**config.mk**
```make
export PLATFORM = sky130hd
export DESIGN_NAME = sar_serial_seq
export DESIGN_NICKNAME = d
export VERILOG_FILES = /design/src/rtl/sar_serial_pkg.sv /design/src/rtl/sar_frame_ctrl.sv /design/src/rtl/sar_search_dp.sv /design/src/rtl/sar_serial_seq.sv
export SDC_FILE = /design/constraint.sdc
export NUM_CORES = 1
export LEC_CHECK = 0
export BUFFER_PORTS_ARGS = -buffer_cell sky130_fd_sc_hd__buf_2
export CORE_MARGIN = 3
export CORE_UTILIZATION = 35
export DETAILED_ROUTE_END_ITERATION = 12
export HOLD_SLACK_MARGIN = 0.05
export MAX_ROUTING_LAYER = met4
export PLACE_DENSITY = 0.63
export RECOVER_POWER = 50
export REMOVE_ABC_BUFFERS = 1
export SLEW_MARGIN = 20
export SYNTH_ARGS = -nofsm -noshare
export SYNTH_HDL_FRONTEND = slang
export SYNTH_SLANG_ARGS = --single-unit
```
**constraint.sdc**
```tcl
create_clock -name clk -period 2.05 [get_ports clk]
set_input_delay 0.1025 -clock clk [delete_from_list [all_inputs] [get_ports clk]]
set_output_delay 0.1025 -clock clk [all_outputs]
set_load 0.01 [all_outputs]
```
**src/rtl/sar_serial_pkg.sv**
```systemverilog
package sar_serial_pkg;

  // Strobes from the frame controller to the datapath, valid for the
  // falling edge inside the current clock.
  typedef struct packed {
    logic loadTrial;  // sample clock: start a new search
    logic decide;     // a bit is being decided this clock
    logic lastBit;    // final decision of the frame
    logic showData;   // serial pin may show the data bit
  } sarStrobe_t;

endpackage

```
**src/rtl/sar_frame_ctrl.sv**
```systemverilog
module sar_frame_ctrl
  import sar_serial_pkg::*;
#(
  parameter int RES_BITS   = 10,
  parameter int SAMPLE_CLK = 3
) (
  input  logic                        clk,
  input  logic                        rstN,
  input  logic                        startN,
  output sarStrobe_t                  strb,
  output logic [$clog2(RES_BITS)-1:0] bitSel,
  output logic                        holdCtl,
  output logic                        serOe
);
  localparam int DecFirst = SAMPLE_CLK + 1;
  localparam int DecLast  = SAMPLE_CLK + RES_BITS;
  localparam int FrameLen = DecLast + 1;
  localparam int CW       = $clog2(FrameLen + 1);
  localparam int IW       = $clog2(RES_BITS);

  logic [CW-1:0] cnt;       // 0 = idle, 1..FrameLen = clock number
  logic          endLatch;  // start line was high at the last falling edge
  logic          holdReg;
  logic          inHold;
  logic          atEnd;

  assign atEnd  = (cnt == CW'(FrameLen));
  assign inHold = (cnt >= CW'(SAMPLE_CLK)) && (cnt <= CW'(DecLast));

  always_ff @(posedge clk or negedge rstN) begin
    if (!rstN)             cnt <= '0;
    else if (cnt == '0)    cnt <= startN ? '0 : CW'(1);
    else if (atEnd)        cnt <= endLatch ? '0 : CW'(1);
    else                   cnt <= cnt + 1'b1;
  end

  always_ff @(negedge clk or negedge rstN) begin
    if (!rstN) begin
      endLatch <= 1'b0;
      holdReg  <= 1'b0;
    end else begin
      endLatch <= atEnd & startN;
      holdReg  <= inHold;
    end
  end

  always_comb begin
    strb.loadTrial = (cnt == CW'(SAMPLE_CLK));
    strb.showData  = (cnt >= CW'(DecFirst)) && (cnt <= CW'(DecLast));
    strb.decide    = strb.showData;
    strb.lastBit   = (cnt == CW'(DecLast));
    bitSel         = strb.decide ? IW'(DecLast - int'(cnt)) : '0;
  end

  assign holdCtl = holdReg & inHold;
  assign serOe   = (cnt != '0) & ~(atEnd & endLatch);

  assert_frame_step_R1: assert property (@(posedge clk) disable iff (!rstN)
    (cnt != '0 && !atEnd) |=> (cnt == $past(cnt) + 1'b1));

  assert_start_R2: assert property (@(posedge clk) disable iff (!rstN)
    (cnt == '0 && !startN) |=> (cnt == CW'(1) && serOe));

  assert_hold_by_sample_R3: assert property (@(posedge clk) disable iff (!rstN)
    (cnt == CW'(SAMPLE_CLK)) |-> holdCtl);

  assert_idle_after_release_R7: assert property (@(posedge clk) disable iff (!rstN)
    (atEnd && !serOe) |=> (cnt == '0));

  assert_chain_R8: assert property (@(posedge clk) disable iff (!rstN)
    (atEnd && serOe) |=> (cnt == CW'(1)));

endmodule

```
**src/rtl/sar_search_dp.sv**
```systemverilog
module sar_search_dp
  import sar_serial_pkg::*;
#(
  parameter int RES_BITS = 10
) (
  input  logic                        clk,
  input  logic                        rstN,
  input  logic                        cmpIn,
  input  sarStrobe_t                  strb,
  input  logic [$clog2(RES_BITS)-1:0] bitSel,
  output logic [RES_BITS-1:0]         trialCode,
  output logic [RES_BITS-1:0]         resultCode,
  output logic                        dataBit
);
  localparam logic [RES_BITS-1:0] FirstTrial = {1'b1, {(RES_BITS-1){1'b0}}};

  logic [RES_BITS-1:0] trialReg;
  logic [RES_BITS-1:0] nextTrial;

  always_comb begin
    nextTrial = trialReg;
    for (int i = 0; i < RES_BITS; i++) begin
      if (i == int'(bitSel))          nextTrial[i] = cmpIn;
      else if (i + 1 == int'(bitSel)) nextTrial[i] = 1'b1;
    end
  end

  always_ff @(negedge clk or negedge rstN) begin
    if (!rstN) begin
      trialReg   <= '0;
      resultCode <= '0;
      dataBit    <= 1'b0;
    end else if (strb.loadTrial) begin
      trialReg <= FirstTrial;
      dataBit  <= 1'b0;
    end else if (strb.decide) begin
      trialReg <= nextTrial;
      dataBit  <= cmpIn;
      if (strb.lastBit) resultCode <= nextTrial;
    end
  end

  assign trialCode = trialReg;

  assert_bit_follows_cmp_R5: assert property (@(negedge clk) disable iff (!rstN)
    strb.decide |=> (dataBit == $past(cmpIn)));

  assert_low_decision_clears_R6: assert property (@(negedge clk) disable iff (!rstN)
    (strb.decide && !cmpIn) |=> !trialReg[$past(bitSel)]);

  assert_result_held_R9: assert property (@(negedge clk) disable iff (!rstN)
    !strb.lastBit |=> $stable(resultCode));

endmodule

```
**src/rtl/sar_serial_seq.sv**
```systemverilog
module sar_serial_seq
  import sar_serial_pkg::*;
#(
  parameter int RES_BITS   = 10,
  parameter int SAMPLE_CLK = 3
) (
  input  logic                clk,
  input  logic                rstN,
  input  logic                startN,
  input  logic                cmpIn,
  output logic                holdCtl,
  output logic [RES_BITS-1:0] trialCode,
  output logic                serOut,
  output logic                serOe,
  output logic [RES_BITS-1:0] resultCode
);
  localparam int IW = $clog2(RES_BITS);

  sarStrobe_t    strb;
  logic [IW-1:0] bitSel;
  logic          dataBit;

  sar_frame_ctrl #(.RES_BITS(RES_BITS), .SAMPLE_CLK(SAMPLE_CLK)) u_ctrl (
    .clk     (clk),
    .rstN    (rstN),
    .startN  (startN),
    .strb    (strb),
    .bitSel  (bitSel),
    .holdCtl (holdCtl),
    .serOe   (serOe)
  );

  sar_search_dp #(.RES_BITS(RES_BITS)) u_dp (
    .clk        (clk),
    .rstN       (rstN),
    .cmpIn      (cmpIn),
    .strb       (strb),
    .bitSel     (bitSel),
    .trialCode  (trialCode),
    .resultCode (resultCode),
    .dataBit    (dataBit)
  );

  assign serOut = dataBit & strb.showData;

  assert_pin_quiet_when_off_R7: assert property (@(posedge clk) disable iff (!rstN)
    !serOe |-> !serOut);

endmodule

```
==> results of run 1 <==
## per-layer routing
metal	vias to the layer above	global-route usage, %
met1	744	24.6
met4	0	3.97
met5	-	-
li1	744	-
met3	2	2.41
met2	34	28.5
## worst max path at each step
stage,startpoint,endpoint,slack (ns)
2_1_floorplan,u_ctrl.cnt[1],u_dp.trialCode[3],-1.03
3_3_place_gp,u_ctrl.cnt[2],u_dp.trialCode[8],-0.76
3_5_place_dp,u_ctrl.cnt[2],u_dp.trialCode[8],-0.81
4_1_cts,u_ctrl.cnt[2],u_dp.trialCode[8],-0.71
5_1_grt,u_ctrl.cnt[2],u_dp.resultCode[8],-0.77
6_report,u_ctrl.cnt[2],u_dp.resultCode[8],-0.69
## kinds of logic (layout without fill, tap and decap cells)
group / after synthesis / count (layout)
XOR/XNOR: 1 / 1
AND/OR/NAND/NOR: 63 / 63
AO/OA/AOI/OAI: 52 / 52
buffers and inverters: 15 / 93
adder cells (fa/ha/maj): 3 / 3
flip-flops: 27 / 27
multiplexers: 2 / 2
## final cells by class
| type | count | area, sq um | area share (%) |
|---|---|---|---|
| inverter | 4 | 17.5 | 0.740 |
| timing repair buffer | 85 | 602 | 25.4 |
| tap | 48 | 60.1 | 2.54 |
| sequential | 27 | 679 | 28.7 |
| clock buffer | 3 | 41.3 | 1.75 |
| clock inverter | 1 | 6.26 | 0.264 |
| multi-input combinational | 121 | 960 | 40.6 |
## where the power goes
| part | internal [W] | leakage [nW] | total [W] | switching [W] |
|---|---|---|---|---|
| clock network | 0.000139 | 0.0260 | 0.000323 | 0.000184 |
| registers | 0.000765 | 0.342 | 0.000942 | 0.000177 |
| logic | 0.00149 | 0.741 | 0.00299 | 0.00150 |
| total | 0.00240 | 1.11 | 0.00426 | 0.00186 |
## cell usage after synthesis, types with 3 or more instances
cell | number | area [sq um]
sky130_fd_sc_hd__nand2_1 | 28 | 105
sky130_fd_sc_hd__dfrtn_1 | 23 | 576
sky130_fd_sc_hd__o21ai_0 | 18 | 90.1
sky130_fd_sc_hd__nor2_1 | 10 | 37.5
sky130_fd_sc_hd__a21oi_1 | 6 | 30.0
sky130_fd_sc_hd__clkbuf_1 | 6 | 22.5
sky130_fd_sc_hd__nand3_1 | 5 | 25.0
sky130_fd_sc_hd__a22o_1 | 4 | 35.0
sky130_fd_sc_hd__and2_1 | 4 | 25.0
sky130_fd_sc_hd__dfrtp_1 | 4 | 100
sky130_fd_sc_hd__a31oi_1 | 3 | 18.8
sky130_fd_sc_hd__and3_1 | 3 | 18.8
sky130_fd_sc_hd__buf_2 | 3 | 15.0
sky130_fd_sc_hd__ha_1 | 3 | 37.5
sky130_fd_sc_hd__inv_1 | 3 | 11.3
sky130_fd_sc_hd__nand4_1 | 3 | 18.8
sky130_fd_sc_hd__nor3_1 | 3 | 15.0
## timing repair
item | in CTS | in global routing
hold buffers | 1 | 0
setup endpoints to repair | 26 | 30
setup buffers | 10 | 9
endpoints found under the hold margin | 1 | 0
gates resized for setup | 45 | 22
pin swaps | 21 | 13
## sequential cells by signal, summed over array words and instances (netlist names)
name / flops
u_dp.resultCode: 10
u_dp.trialCode: 10
u_ctrl.cnt: 4
u_ctrl.endLatch: 1
u_ctrl.holdReg: 1
u_dp.dataBit: 1
## worst reg2reg max path, delay by kind of cell, from the launching register on
family / cells / cell delay, ns
flops: 1 / 0.46
compound gates: 3 / 0.45
simple gates: 1 / 0.40
fa+ha+maj: 1 / 0.20
buf+inv: 1 / 0.08
## stage by stage
step | total power [W] | hold WS, ns | TNS, ns | instances | instance area (sq um)
CTS | 0.00384 | 0.174 | -13.87 | 281 | 2190
floorplan | 0.00199 | -0.193 | -19.83 | 152 | 1420
global route | 0.00456 | 0.187 | -30.46 | 289 | 2370
finish | 0.00426 | 0.182 | -21.21 | 289 | 2370
global placement | 0.00306 | 0.129 | -14.55 | 267 | 1930
detailed placement | 0.00310 | 0.136 | -15.40 | 267 | 1930
==> impl_results.rst, run 1 <==
.. list-table::
   :header-rows: 1

   * - Metric
     - Value
   * - Warnings from Yosys
     - 0
   * - Share of synthesized area spent on multiplexers
     - 1.36%
   * - Leakage
     - roughly 1.1 nW
   * - Bufs and invs on worst path
     - 1
   * - Hold path endpoint
     - u_ctrl.cnt[0]
   * - RSZ-0062 raised after global routing
     - yes
   * - DP Worst Slack
     - -0.810 ns
   * - Reg-to-Reg Start
     - u_ctrl.cnt[2]
   * - CP max stage cell
     - sky130_fd_sc_hd__dfrtp_2
   * - Status
     - finished, violations left
   * - Final number of max-transition violations
     - 0
   * - Compound-gate portion of the synthesized area
     - 24.0%
   * - Dominant synthesized flop cell
     - sky130_fd_sc_hd__dfrtn_1
   * - Global-route usage over all layers
     - 18.0%
   * - Seq/Total Area, Yosys
     - 46.0%
   * - Initial cell density of the core
     - between 30% and 40%
   * - Max-Cap Viols
     - 0
   * - Max VDD drop
     - roughly 1100 uV
   * - Largest stage delay on the critical path
     - 0.46 ns
   * - Relative slew slack
     - 9.55%
   * - Total via count in the routed design
     - roughly 1500
   * - Horizontal extent of the die
     - 70.8 um
   * - Number of buffers inserted during clock tree synthesis
     - 3
   * - Die height
     - 70.8 um
   * - Syn-to-layout area delta
     - 61.1%
   * - CTS H-Tree Depth
     - 1
   * - Violated checks
     - setup timing
   * - Via count of the first global-routing pass
     - 1467
   * - Async set-or-reset flop fraction in the synthesized netlist
     - 100%
   * - Antenna cell count
     - 0
   * - Proportion of layout cells with a drive suffix above 1
     - 53.1%
   * - Number of antenna violations at the first check in global routing
     - 0
   * - Minimum setup slack among reg-to-reg paths
     - -0.69 ns
   * - Leading cell type in the layout, fill and taps excluded
     - sky130_fd_sc_hd__buf_4
   * - Number of distinct standard cells referenced by the synthesized netlist
     - 43
   * - Detailed router's first-iteration violation count
     - 95
   * - Clock-pin slew of the registers on the worst-case setup and hold paths
     - 0.10 ns
   * - Met1 WL
     - 2040 um
   * - TritonCTS clock tree
     - yes
   * - Number of port buffers
     - 26
   * - Total I/O pin count
     - 27
   * - Core box area
     - 3850 sq um
   * - Master cell of the clock root buffer
     - sky130_fd_sc_hd__clkbuf_8
   * - Final setup vio count
     - 49
   * - Measured slew at the worst slew-check pin
     - 1.36 ns
   * - Clock insertion delay at the later pin of the skew report
     - 0.29 ns
   * - Post-layout util
     - just over 60%
   * - Count of TritonRoute iterations in the first routing pass
     - 4
   * - Worst min path class
     - in2reg
   * - Final HPWL from detailed placement
     - just over 3000 um
   * - Number of synthesized register bits
     - 27
   * - Reg-to-Reg End
     - u_dp.resultCode[8]
   * - Dominant combinational cell family by area after synthesis
     - compound AO/OA/AOI/OAI gates
   * - Weighted congestion reported at the end of routability-driven placement
     - 0.940
   * - Mean number of vias per cell
     - between 5 and 6
   * - Post-layout nets
     - 249
   * - Hold Fails Final Rpt
     - 0
   * - Total Routed Length
     - 4360 um
   * - Cells after synthesis
     - 163
   * - Critical path launch point type
     - flip-flop
   * - Filler cell count
     - 328
   * - DR top layer
     - met4
   * - Power per standard cell area
     - 1800 nW/um^2
   * - Syn Area/Cell
     - 9.01 sq um
   * - Slack of the critical path
     - -0.690 ns
   * - Wire per inst
     - 15.1 um
   * - Global-route wire length before repair
     - 7120 um
   * - Pin count of the biggest net entering global routing
     - 26
   * - Required time of the critical path
     - about 1.2 ns
   * - Xor and xnor fraction of the mapped netlist area
     - 1.11%
   * - Nature of the critical path endpoint
     - flip-flop
   * - Path length in cells of the critical path
     - 6
   * - TritonCTS Sinks
     - 27
   * - Source of the worst hold timing path
     - startN
   * - CTS max path bufs
     - 2
   * - Post-synthesis share of cell area spent on and, or, nand and nor gates
     - 20.4%
   * - Detailed-route DRC error count
     - 0
   * - Worst reg2reg path depth
     - 6
   * - ANT nets after route
     - 0
   * - Startpoint-to-endpoint class of the critical path
     - reg2reg
   * - Number of rows created at floorplan
     - 22
   * - Met2 routed WL
     - between 2000 and 2500 um
   * - Cell-by-cell trace of the critical path
     - ha_4 -> or3b_4 -> a211oi_4 -> inv_1 -> a21oi_2 -> o21ai_1
   * - Adder-Cell Fraction of Synth Area
     - around 2.6%
   * - Floorplan die area
     - 5010 sq um
   * - Commonest cells after routing, fill and taps aside
     - sky130_fd_sc_hd__buf_4 (51), sky130_fd_sc_hd__nand2_1 (26), sky130_fd_sc_hd__buf_2 (25)
   * - Number of enable flip-flop cells after synthesis
     - 0
   * - Final Skew
     - approximately 0.014 ns
   * - Highest net fanout along the worst path
     - 4
   * - Overflow left after global routing
     - 0
   * - Cell family contributing the most delay on the critical path
     - flip-flops
   * - Area of the mapped netlist
     - 1470 sq um
   * - Amount of wire on met3 after detailed routing
     - 117 um
   * - Worst hold path depth
     - 3
   * - CP arrival
     - 1.86 ns
(Power assumes the default switching activity.)
==> run 2, diff against run 1 <==
- REMOVE_ABC_BUFFERS: 1 -> default
==> impl_results.rst, run 2 (synthesis gave the netlist of run 1 again) <==
.. list-table::
   :header-rows: 1

   * - Metric
     - Value
   * - Status
     - finished, violations left
   * - Violated checks
     - setup timing
   * - Commonest cells after routing, fill and taps aside
     - sky130_fd_sc_hd__buf_4 (46), sky130_fd_sc_hd__nand2_1 (28), sky130_fd_sc_hd__buf_2 (24)
   * - Switching share of power
     - 45.0%
   * - Antenna cell count
     - 0
   * - Post-layout nets
     - ~240
   * - Number of cells in the finished layout apart from fillers
     - 283
   * - CP arrival
     - approximately 1.9 ns
   * - Master cell of the clock root buffer
     - sky130_fd_sc_hd__clkbuf_8
   * - Highest net fanout along the worst path
     - 3
   * - Leakage
     - around 1.1 nW
   * - Required time of the critical path
     - 1.15 ns
   * - Startpoint-to-endpoint class of the critical path
     - reg2reg
   * - Number of antenna violations at the first check in global routing
     - 0
   * - Total Negative Setup Slacks
     - -23.85 ns
   * - Via count of the first global-routing pass
     - 1498
   * - Syn_nets
     - 170
   * - Detailed-route DRC error count
     - 0
   * - Number of buffers inserted during clock tree synthesis
     - 3
   * - Floorplan die area
     - 5010 sq um
   * - Clock insertion delay at the later pin of the skew report
     - between 0.2 and 0.3 ns
   * - Net load switching power
     - 0.00187 W
   * - Total power consumption of the routed design
     - 0.00416 W
   * - Slack of the critical path
     - -0.711 ns
   * - RSZ-0062 raised after global routing
     - yes
   * - Number of port buffers
     - 26
   * - Detailed router's first-iteration violation count
     - between 100 and 150
   * - Internal portion of total power
     - 0.00229 W
   * - Total Routed Length
     - 4460 um
   * - Nature of the critical path endpoint
     - flip-flop
   * - Filler cell count
     - 343
   * - Global-route usage over all layers
     - 19.2%
   * - Leading cell type in the layout, fill and taps excluded
     - sky130_fd_sc_hd__buf_4
   * - Final hold slack
     - 0.171 ns
   * - ANT nets after route
     - 0
   * - Clock-pin slew of the registers on the worst-case setup and hold paths
     - ~0.1 ns
   * - Met1 WL
     - 2010 um
   * - DR top layer
     - met4
   * - Max-Cap Viols
     - 0
   * - Number of rows created at floorplan
     - 22
   * - Weighted congestion reported at the end of routability-driven placement
     - 0.852
   * - Wire per inst
     - about 16 um
   * - Global-route wire length before repair
     - around 7600 um
   * - Worst min path class
     - in2reg
   * - Relative slew slack
     - 3.28%
   * - Total I/O pin count
     - 27
   * - Total via count in the routed design
     - ~1500
   * - Max VDD drop
     - approximately 800 uV
   * - Mean number of vias per cell
     - 5.31
   * - TritonCTS Sinks
     - 27
   * - Horizontal extent of the die
     - 70.8 um
   * - Count of TritonRoute iterations in the first routing pass
     - 4
   * - Core box area
     - 3850 sq um
   * - Critical path launch point type
     - flip-flop
   * - Power per standard cell area
     - 1810 nW/um^2
   * - Comb pwr share
     - 70.3%
   * - Met2 routed WL
     - 2260 um
   * - Clock share of power
     - 7.7%
   * - CTS max path bufs
     - 2
   * - Final number of max-transition violations
     - 0
   * - CTS H-Tree Depth
     - 1
   * - Overflow left after global routing
     - 0
   * - Sequential Power Share
     - 22.0%
   * - Initial cell density of the core
     - a little under two fifths
   * - Measured slew at the worst slew-check pin
     - 1.45 ns
   * - Pin count of the biggest net entering global routing
     - 26
   * - Syn-to-layout area delta
     - 56.6%
   * - Placed Cells incl. Taps
     - ~260
   * - Final setup vio count
     - 48
   * - TritonCTS clock tree
     - yes
   * - Final Skew
     - 0.0133 ns
   * - Final HPWL from detailed placement
     - between 3000 and 4000 um
   * - Die height
     - 70.8 um
   * - Hold Fails Final Rpt
     - 0
   * - Amount of wire on met3 after detailed routing
     - 133 um
   * - Proportion of layout cells with a drive suffix above 1
     - 49.4%
-- run 2: routing by layer --
layer  GRT usage [%]  vias up
li1                -      733
met1            26.0      722
met2            31.5       41
met3            1.28        8
met4            4.38        0
met5               -        -
-- run 2: through the flow --
step | instance area [sq um] | util, % | worst slack (ns)
6_report | 2300 | 59.7 | -0.711
5_1_grt | 2300 | 59.7 | -0.815
4_1_cts | 2190 | 56.8 | -0.712
3_5_place_dp | 1970 | 51.2 | -0.744
3_3_place_gp | 1970 | 51.2 | -0.700
2_1_floorplan | 1580 | - | -0.670
-- run 2: power by group through the flow --
stage	sequential (W)	clock, W	combinational [W]
4_1_cts	0.000924	0.000328	0.00263
3_5_place_dp	0.000927	0	0.00229
5_1_grt	0.000947	0.000357	0.00317
3_3_place_gp	0.000913	0	0.00225
2_1_floorplan	0.000981	0	0.00131
6_report	0.000916	0.000321	0.00292
-- run 2: repair_timing --
item | 4_1_cts | 5_1_grt
hold endpoints to repair | 1 | 0
buffers inserted | 6 | 8
hold buffers | 1 | 0
gates cloned | 1 | 0
resized for setup | 26 | 12
endpoints found under the setup margin | 27 | 28
pin swaps | 13 | 16
-- run 2: path summary, 6_finish.rpt --
path / cells after the start / from / to / slack [ns]
min in group asynchronous: 2 / rstN / u_ctrl.cnt[0] / 0.70
setup reg to reg: 6 / u_ctrl.cnt[1] / u_dp.trialCode[9] / -0.71
hold reg to reg: 2 / u_dp.resultCode[1] / u_dp.resultCode[1] / 0.43
max in group asynchronous: 2 / rstN / u_dp.resultCode[9] / -0.41
hold / removal: 3 / startN / u_ctrl.cnt[0] / 0.17
setup / recovery: 6 / u_ctrl.cnt[1] / u_dp.trialCode[9] / -0.71
-- run 2: critical path: stages, from the launching register on --
cell and delay, ns:
sky130_fd_sc_hd__dfrtp_1 0.43, sky130_fd_sc_hd__ha_4 0.20, sky130_fd_sc_hd__or3b_4 0.42, sky130_fd_sc_hd__buf_6 0.13, sky130_fd_sc_hd__a21oi_4 0.15, sky130_fd_sc_hd__a22o_1 0.18, sky130_fd_sc_hd__a21oi_1 0.07
-- run 2: area by class of cell --
class / instances / area [sq um] / area share (%)
Timing Repair Buffer: 78 / 539 / 23.4
Multi-Input combinational cell: 122 / 960 / 41.7
Sequential cell: 27 / 677 / 29.4
Clock buffer: 3 / 41.3 / 1.79
Tap cell: 48 / 60.1 / 2.61
Inverter: 4 / 17.5 / 0.761
Clock inverter: 1 / 6.26 / 0.272
